===== src/rtl/sfg_pkg.sv =====
package sfg_pkg;
  localparam logic [7:0] MuBiTrue  = 8'h5A;
  localparam logic [7:0] MuBiFalse = 8'hA5;
  localparam int unsigned ExecIdx = 0;
  localparam int unsigned LockIdx = 1;

  typedef struct packed {
    logic       execOn;
    logic       lockOn;
    logic [7:0] execByte;
  } ctrlStrobes_t;

  function automatic logic mubiIsTrue(logic [7:0] v);
    return v == MuBiTrue;
  endfunction
endpackage


===== src/rtl/sfg_regs.sv =====
module sfg_regs
  import sfg_pkg::*;
#(
  parameter int unsigned RegAddrW = 2
) (
  input  logic                clk_i,
  input  logic                rst_ni,
  input  logic                regWe_i,
  input  logic [RegAddrW-1:0] regAddr_i,
  input  logic [31:0]         regWdata_i,
  output logic [31:0]         regRdata_o,
  output ctrlStrobes_t        ctrl_o
);
  logic [7:0] execReg;
  logic       lockReg;
  logic       execWrite;
  logic       lockWrite;
  logic       unusedWdataHigh;

  assign execWrite = regWe_i && (regAddr_i == RegAddrW'(ExecIdx)) && !lockReg;
  assign lockWrite = regWe_i && (regAddr_i == RegAddrW'(LockIdx)) && regWdata_i[0];
  assign unusedWdataHigh = ^regWdata_i[31:8];

  always_ff @(posedge clk_i or negedge rst_ni) begin
    if (!rst_ni) begin
      execReg <= MuBiFalse;
      lockReg <= 1'b0;
    end else begin
      if (execWrite) execReg <= regWdata_i[7:0];
      if (lockWrite) lockReg <= 1'b1;
    end
  end

  always_comb begin
    regRdata_o = '0;
    if (regAddr_i == RegAddrW'(ExecIdx))      regRdata_o = {24'h0, execReg};
    else if (regAddr_i == RegAddrW'(LockIdx)) regRdata_o = {31'h0, lockReg};
  end

  assign ctrl_o.execOn   = mubiIsTrue(execReg);
  assign ctrl_o.lockOn   = lockReg;
  assign ctrl_o.execByte = execReg;

  // lock never drops once set
  a_r7_lock_sticky: assert property (@(posedge clk_i) disable iff (!rst_ni)
    lockReg |=> lockReg);
  // locked register ignores writes
  a_r7_exec_frozen: assert property (@(posedge clk_i) disable iff (!rst_ni)
    (lockReg && regWe_i) |=> $stable(execReg));
  // accepted write visible one cycle later
  a_r10_write_next: assert property (@(posedge clk_i) disable iff (!rst_ni)
    (regWe_i && regAddr_i == RegAddrW'(ExecIdx) && !lockReg)
      |=> execReg == $past(regWdata_i[7:0]));
endmodule


===== src/rtl/sfg_gate.sv =====
module sfg_gate
  import sfg_pkg::*;
#(
  parameter int unsigned DataW        = 32,
  parameter bit          FetchDisable = 1'b0
) (
  input  logic               clk_i,
  input  logic               rst_ni,
  input  ctrlStrobes_t       ctrl_i,
  input  logic [31:0]        otpCfgWord_i,
  input  logic [7:0]         debugEn_i,
  input  logic               reqValid_i,
  input  logic               reqIsFetch_i,
  input  logic [DataW-1:0]   memRdata_i,
  output logic               memReq_o,
  output logic               respValid_o,
  output logic               respErr_o,
  output logic [DataW-1:0]   respRdata_o
);
  logic fetchOk;
  logic denied;
  logic unusedInputs;

  generate
    if (FetchDisable) begin : g_off
      assign fetchOk = 1'b0;
      assign unusedInputs = ^{otpCfgWord_i, debugEn_i, ctrl_i};
    end else begin : g_on
      logic otpOn;
      logic dbgOn;
      assign otpOn = mubiIsTrue(otpCfgWord_i[7:0]);
      assign dbgOn = mubiIsTrue(debugEn_i);
      // programmed enable hands control to the register; debug is only fallback
      assign fetchOk = otpOn ? ctrl_i.execOn : dbgOn;
      assign unusedInputs = ^{otpCfgWord_i[31:8], ctrl_i.lockOn, ctrl_i.execByte};
    end
  endgenerate

  assign denied      = reqValid_i && reqIsFetch_i && !fetchOk;
  assign memReq_o    = reqValid_i && !denied;
  assign respValid_o = reqValid_i;
  assign respErr_o   = denied;
  assign respRdata_o = denied ? '0 : memRdata_i;

  // refused fetch never reaches memory and returns zero
  a_r8_deny_clean: assert property (@(posedge clk_i) disable iff (!rst_ni)
    (respValid_o && respErr_o) |-> (respRdata_o == '0 && !memReq_o));
  // data accesses never flagged
  a_r9_data_pass: assert property (@(posedge clk_i) disable iff (!rst_ni)
    (reqValid_i && !reqIsFetch_i) |-> (memReq_o && !respErr_o));
  // disabled instance grants no fetch
  a_r11_never_fetch: assert property (@(posedge clk_i) disable iff (!rst_ni)
    (FetchDisable && reqValid_i && reqIsFetch_i) |-> (respErr_o && !memReq_o));
endmodule


===== src/rtl/sram_fetch_gate.sv =====
module sram_fetch_gate
  import sfg_pkg::*;
#(
  parameter int unsigned DataW        = 32,
  parameter int unsigned RegAddrW     = 2,
  parameter bit          FetchDisable = 1'b0
) (
  input  logic                clk_i,
  input  logic                rst_ni,
  input  logic [31:0]         otpCfgWord_i,
  input  logic [7:0]          debugEn_i,
  input  logic                regWe_i,
  input  logic [RegAddrW-1:0] regAddr_i,
  input  logic [31:0]         regWdata_i,
  output logic [31:0]         regRdata_o,
  input  logic                reqValid_i,
  input  logic                reqIsFetch_i,
  input  logic [DataW-1:0]    memRdata_i,
  output logic                memReq_o,
  output logic                respValid_o,
  output logic                respErr_o,
  output logic [DataW-1:0]    respRdata_o
);
  ctrlStrobes_t ctrl;

  sfg_regs #(.RegAddrW(RegAddrW)) u_regs (
    .clk_i(clk_i), .rst_ni(rst_ni), .regWe_i(regWe_i), .regAddr_i(regAddr_i),
    .regWdata_i(regWdata_i), .regRdata_o(regRdata_o), .ctrl_o(ctrl)
  );

  sfg_gate #(.DataW(DataW), .FetchDisable(FetchDisable)) u_gate (
    .clk_i(clk_i), .rst_ni(rst_ni), .ctrl_i(ctrl), .otpCfgWord_i(otpCfgWord_i),
    .debugEn_i(debugEn_i), .reqValid_i(reqValid_i), .reqIsFetch_i(reqIsFetch_i),
    .memRdata_i(memRdata_i), .memReq_o(memReq_o), .respValid_o(respValid_o),
    .respErr_o(respErr_o), .respRdata_o(respRdata_o)
  );
endmodule


===== config.mk =====
export PLATFORM = sky130hd
export DESIGN_NAME = sram_fetch_gate
export DESIGN_NICKNAME = d
export VERILOG_FILES = /design/src/rtl/sfg_pkg.sv /design/src/rtl/sfg_regs.sv /design/src/rtl/sfg_gate.sv /design/src/rtl/sram_fetch_gate.sv
export SDC_FILE = /design/constraint.sdc
export NUM_CORES = 1
export LEC_CHECK = 0
export ABC_AREA = 1
export BUFFER_PORTS_ARGS = -buffer_cell sky130_fd_sc_hd__buf_2
export CORE_MARGIN = 8
export CORE_UTILIZATION = 34
export DETAILED_ROUTE_END_ITERATION = 16
export PLACE_DENSITY = 0.88
export SLEW_MARGIN = 15
export SYNTH_ARGS = -nofsm -noshare
export SYNTH_HDL_FRONTEND = slang
export SYNTH_SLANG_ARGS = --single-unit

===== constraint.sdc =====
create_clock -name clk_i -period 2.7 [get_ports clk_i]
set_input_delay 0.135 -clock clk_i [delete_from_list [all_inputs] [get_ports clk_i]]
set_output_delay 0.135 -clock clk_i [all_outputs]
set_load 0.03 [all_outputs]

# Word-level counts from Yosys, hierarchy flattened
# Cells that the tools add are included.
# Widths: inputs -> output; s select.
# word_totals
regBits,9
input_bits,111
output_inout_bits,67
wordCells,21
# classes
n_eq_ne,4
mux,4
n_reduce_logical,11
# op_table
cell,n
$mux 32,2
$eq 8x7->1 const B,3
$logic_and 1x1->1,7
$logic_not 1->1,3
$eq 2x1->1 const B,1
$logic_not 2->1,1
$mux 1,2

# Longest topological paths before layout
# depth
ltp_word,6
depth_mapped,10
ltp_nobuf,9

# Modules after synthesis
# From an unflattened synthesis, not the netlist that was laid out.
# hier_totals
cells_unflattened,194
hier_area_um2,1096.1
# modules_own_cells
mod,instances,cells_each,area_each_um2,seq_area_each_um2
sfg_regs,1,90,665.6,230.2
sfg_gate,1,104,430.4,0.0

# Worst setup path after synthesis
# No wires, ideal clock.
# synth_timing
path_type,register to output
from,register u_regs.execReg[2]
to,output respErr_o
arrival_ps,1336
required_ps,2565
path_slack_ps,1229
path_stages_with_launch,7
path_buffers,0
path_cell_list,dfstp_2 -> inv_2 -> nand3_1 -> nor2_1 -> nand3_1 -> nand2_4 -> a21oi_1
# synth_between
elab_chain_cells,4
# synth_rtl
item,line_no,rtl
from (decl),sfg_regs.sv:14,logic [7:0] execReg;
from (signal assigned),sfg_regs.sv:26,execReg <= MuBiFalse;
from (signal assigned),sfg_regs.sv:29,if (execWrite) execReg <= regWdata_i[7:0];
$eq 8x7->1,sfg_pkg.sv:14,return v == MuBiTrue;
$mux 1,sfg_gate.sv:34,assign fetchOk = otpOn ? ctrl_i.execOn : dbgOn;
$logic_not 1->1,sfg_gate.sv:39,assign denied = reqValid_i && reqIsFetch_i && !fetchOk;
$logic_and 1x1->1,sfg_gate.sv:39,
to (decl),sram_fetch_gate.sv:21,"output logic respErr_o,"
# Every way passes these cells.

# Worst setup path in the final report
# layout_timing
from,register u_regs.execReg[0]
to,output respRdata_o[5]
# layout_between
elab_chain_cells,5
# layout_rtl
item,line_no,rtl
$eq 8x7->1,sfg_pkg.sv:14,
$mux 1,sfg_gate.sv:34,
$logic_not 1->1,sfg_gate.sv:39,
$logic_and 1x1->1,sfg_gate.sv:39,
$mux 32,sfg_gate.sv:43,assign respRdata_o = denied ? '0 : memRdata_i;
to (decl),sram_fetch_gate.sv:22,output logic [DataW-1:0] respRdata_o
# Every way passes these cells.

==> key figures <==
Layout
  • Layout cells sized above 1: 0.5528
  • Antenna cells: 0
  • Final net count: 396
  • Fill cells: 377
  • Area delta synth->final: 36.32%

Floorplan
  • Die X: 77.48 um
  • Initial core utilization: 0.3510
  • Num rows: 22
  • # IOs: 178
  • Core area: 3661 um^2
  • Overall die area: 6002 um^2
  • Die height: 77.48 um

Critical path
  • Arrival @ worst endpoint: 1.70 ns
  • Startpoint Class: register
  • Crit-path most repeated cell: nand3_1
  • Worst Path Required: 2.57 ns
  • Worst-path fanout max: 33
  • Critical path class: reg -> out
  • Crit-path max cell delay: 0.36 ns
  • Worst path slowest cell: dfstp_2
  • CP cell instances: inv_1, nand3_1, nor2_1, nand3_1, nand2_4, nand2_8, a21oi_2, buf_2
  • CP Capture Type: output pin

Detailed routing
  • Initial DRT Pass Iterations: 4
  • Routed WL per cell: 11.27 um
  • Drt drc: 0
  • Iter 0 DRT Violations: 33
  • Antenna viol nets, final: 0
  • Vias/cell: 4.045
  • Via count: 1,343
  • Final WL: 3.742 mm

Timing
  • Slew Limit Fails: 0
  • Highest clock rate: 545.5 MHz
  • Setup_tns: 0 ns
  • Final WS setup: 0.8669 ns
  • RSZ-0062 raised after global routing: no
  • Relative max-transition margin: 0.6358
  • Clk_skew: 0.001287 ns
  • Tcrit/Tclk final: 0.6789
  • Setup violators final: 0
  • Slew @ Worst Pin: 0.5448 ns
  • Fin crit period: 1.833 ns
  • Hold Fails Final Rpt: 0
  • Min Hold Slack: 0.1215 ns

Synth
  • Synth area leaders: a21oi_2 (18%), buf_4 (15%), inv_1 (14%)
  • Yosys top cell by area: a21oi_2
  • Top cell type's share of synthesized area: 0.1840
  • Dominant synthesized flop cell: dfrtp_1
  • Total number of yosys warnings: 0
  • Post-synth EDFFs: 0
  • Yosys reg bits: 9
  • Syn Std Cell Area: 1285 um^2
  • Gate Count Post-Synth: 182
  • Post-synthesis sequential area ratio: 0.1792
  • Avg Cell Area, Syn: 7.060 um^2
  • Unique masters post-synth: 21
  • Async SR Flop Fraction: 1.000

Place
  • Port Buffers: 105
  • Post-DP HPWL: 3.311 mm
  • Pre-CTS worst setup slack: 1.090 ns
  • Final RePlAce weighted congestion: 0.8316

Global routing
  • Total grt overflow: 0
  • GR met3 Demand/Resource: 0.04724
  • M2 GR Usage: 0.2275
  • Initial antenna violation count: 0
  • GR peak layer: met2
  • Largest net degree at the start of global routing: 34
  • First-pass GRT wire length: 5.975 mm
  • GRT Overall Usage: 0.1170
  • Number of global-route vias before repair: 1,331
  • M1 GR Usage: 0.1086

Job
  • Max Cap Viol: 0

Clock tree
  • H-tree levels: 1
  • Clk pin slew, worst setup/hold paths: 0.04 ns
  • CTS tree: done
  • Clk buf depth: 2
  • Skew-Pair Late Insertion Delay: 0.23 ns
  • Sink Count: 9
  • CTS root buffer: clkbuf_8
  • Num CTS Buffers: 3
  • Post-CTS sizing: 0

Power
  • Leak pwr: 0.001102 uW
  • P per Cell Area: 331.4 nW/um^2
  • Peak VDD IR: 0.3107 mV

Hold path
  • Worst Hold Class: in -> reg

Run status
  • Outcome: finished, final reports clean
synthesized netlist by cell type (4+ instances only):
cell / instances
nand2_1: 6
a21oi_1: 11
dfstp_2: 4
dfrtp_1: 5
nor2_1: 21
nand3_1: 7
buf_2: 4
nand2_2: 6
inv_1: 48
buf_4: 25
a21oi_2: 27
logic make-up (layout without fill, tap and decap cells):
group / Yosys count / after routing / share of synthesized area
buf+inv: 84 / 163 / 0.3642
compound gates: 44 / 44 / 0.2765
simple gates: 44 / 44 / 0.1772
flops: 9 / 9 / 0.1792
other cells: 1 / 24 / 0.002918
registers in the layout, indices dropped and copies added, names as in the netlist:
name,cells
u_regs.lockReg,1
u_regs.execReg,8
where the power goes:
| part | switching, uW | internal (uW) |
|---|---|---|
| Combinational | 203 | 86.8 |
| Sequential | 0 | 136 |
| Clock | 52.6 | 103 |
| Total | 255 | 325 |
worst paths after layout:
check	startpoint	endpoint	slack, ns	cells past startpoint
worst max-delay path	u_regs.execReg[0]	respRdata_o[5]	0.87	8
worst min-delay path	regWdata_i[0]	u_regs.execReg[0]	0.12	3
worst max register to register	u_regs.lockReg	u_regs.execReg[6]	1.45	4
worst min register to register	u_regs.execReg[2]	u_regs.execReg[2]	0.47	2
max in group asynchronous	rst_ni	u_regs.execReg[7]	2.19	2
min in group asynchronous	rst_ni	u_regs.execReg[3]	0.27	2
metrics by stage:
stage / instances / total power, uW / instance area (um^2) / util
floorplan: 205 / 362.4 / 1371 / -
detailed placement: 327 / 426.6 / 1697 / 0.4634
global route: 332 / 613.5 / 1752 / 0.4785
finish: 332 / 580.5 / 1752 / 0.4785
CTS: 332 / 587.9 / 1752 / 0.4785
global placement: 327 / 422.2 / 1697 / 0.4634
what timing repair did:
item / 4_1_cts / 5_1_grt
setup buffers: 0 / 0
hold buffers: 1 / 0
setup endpoints to repair: 0 / 0
hold endpoints to repair: 9 / 0
critical path: cells and delay by family (launching register included):
family	cells	cell delay, ns
AOI/OAI and AO/OA	1	0.21
buffers and inverters	2	0.28
DFF	1	0.36
and+or+nand+nor	5	0.60
per-layer routing:
layer,vias to the layer above,part of all wire
met4,0,0.012
met1,576,0.35
li1,695,-
met5,-,0
met2,67,0.55
met3,5,0.095
area by class of cell:
class | count | area (um^2) | share of cell area
flip-flops and latches | 9 | 230.2 | 0.1314
repair buffers | 107 | 543.0 | 0.3100
well taps | 48 | 60.06 | 0.03429
clock buffers | 4 | 45.04 | 0.02571
inverters | 52 | 200.2 | 0.1143
multi-input cells | 112 | 673.1 | 0.3843
cells in the final DEF (no fill, tap or decap), types with 4 or more instances in the layout:
| master | instances |
|---|---|
| nand2_2 | 6 |
| nand2_1 | 6 |
| buf_2 | 105 |
| a21oi_2 | 27 |
| a21oi_1 | 11 |
| dfrtp_1 | 5 |
| dfstp_2 | 4 |
| conb_1 | 24 |
| nor2_1 | 21 |
| inv_1 | 47 |
| nand3_1 | 7 |
(Power assumes the default switching activity.)
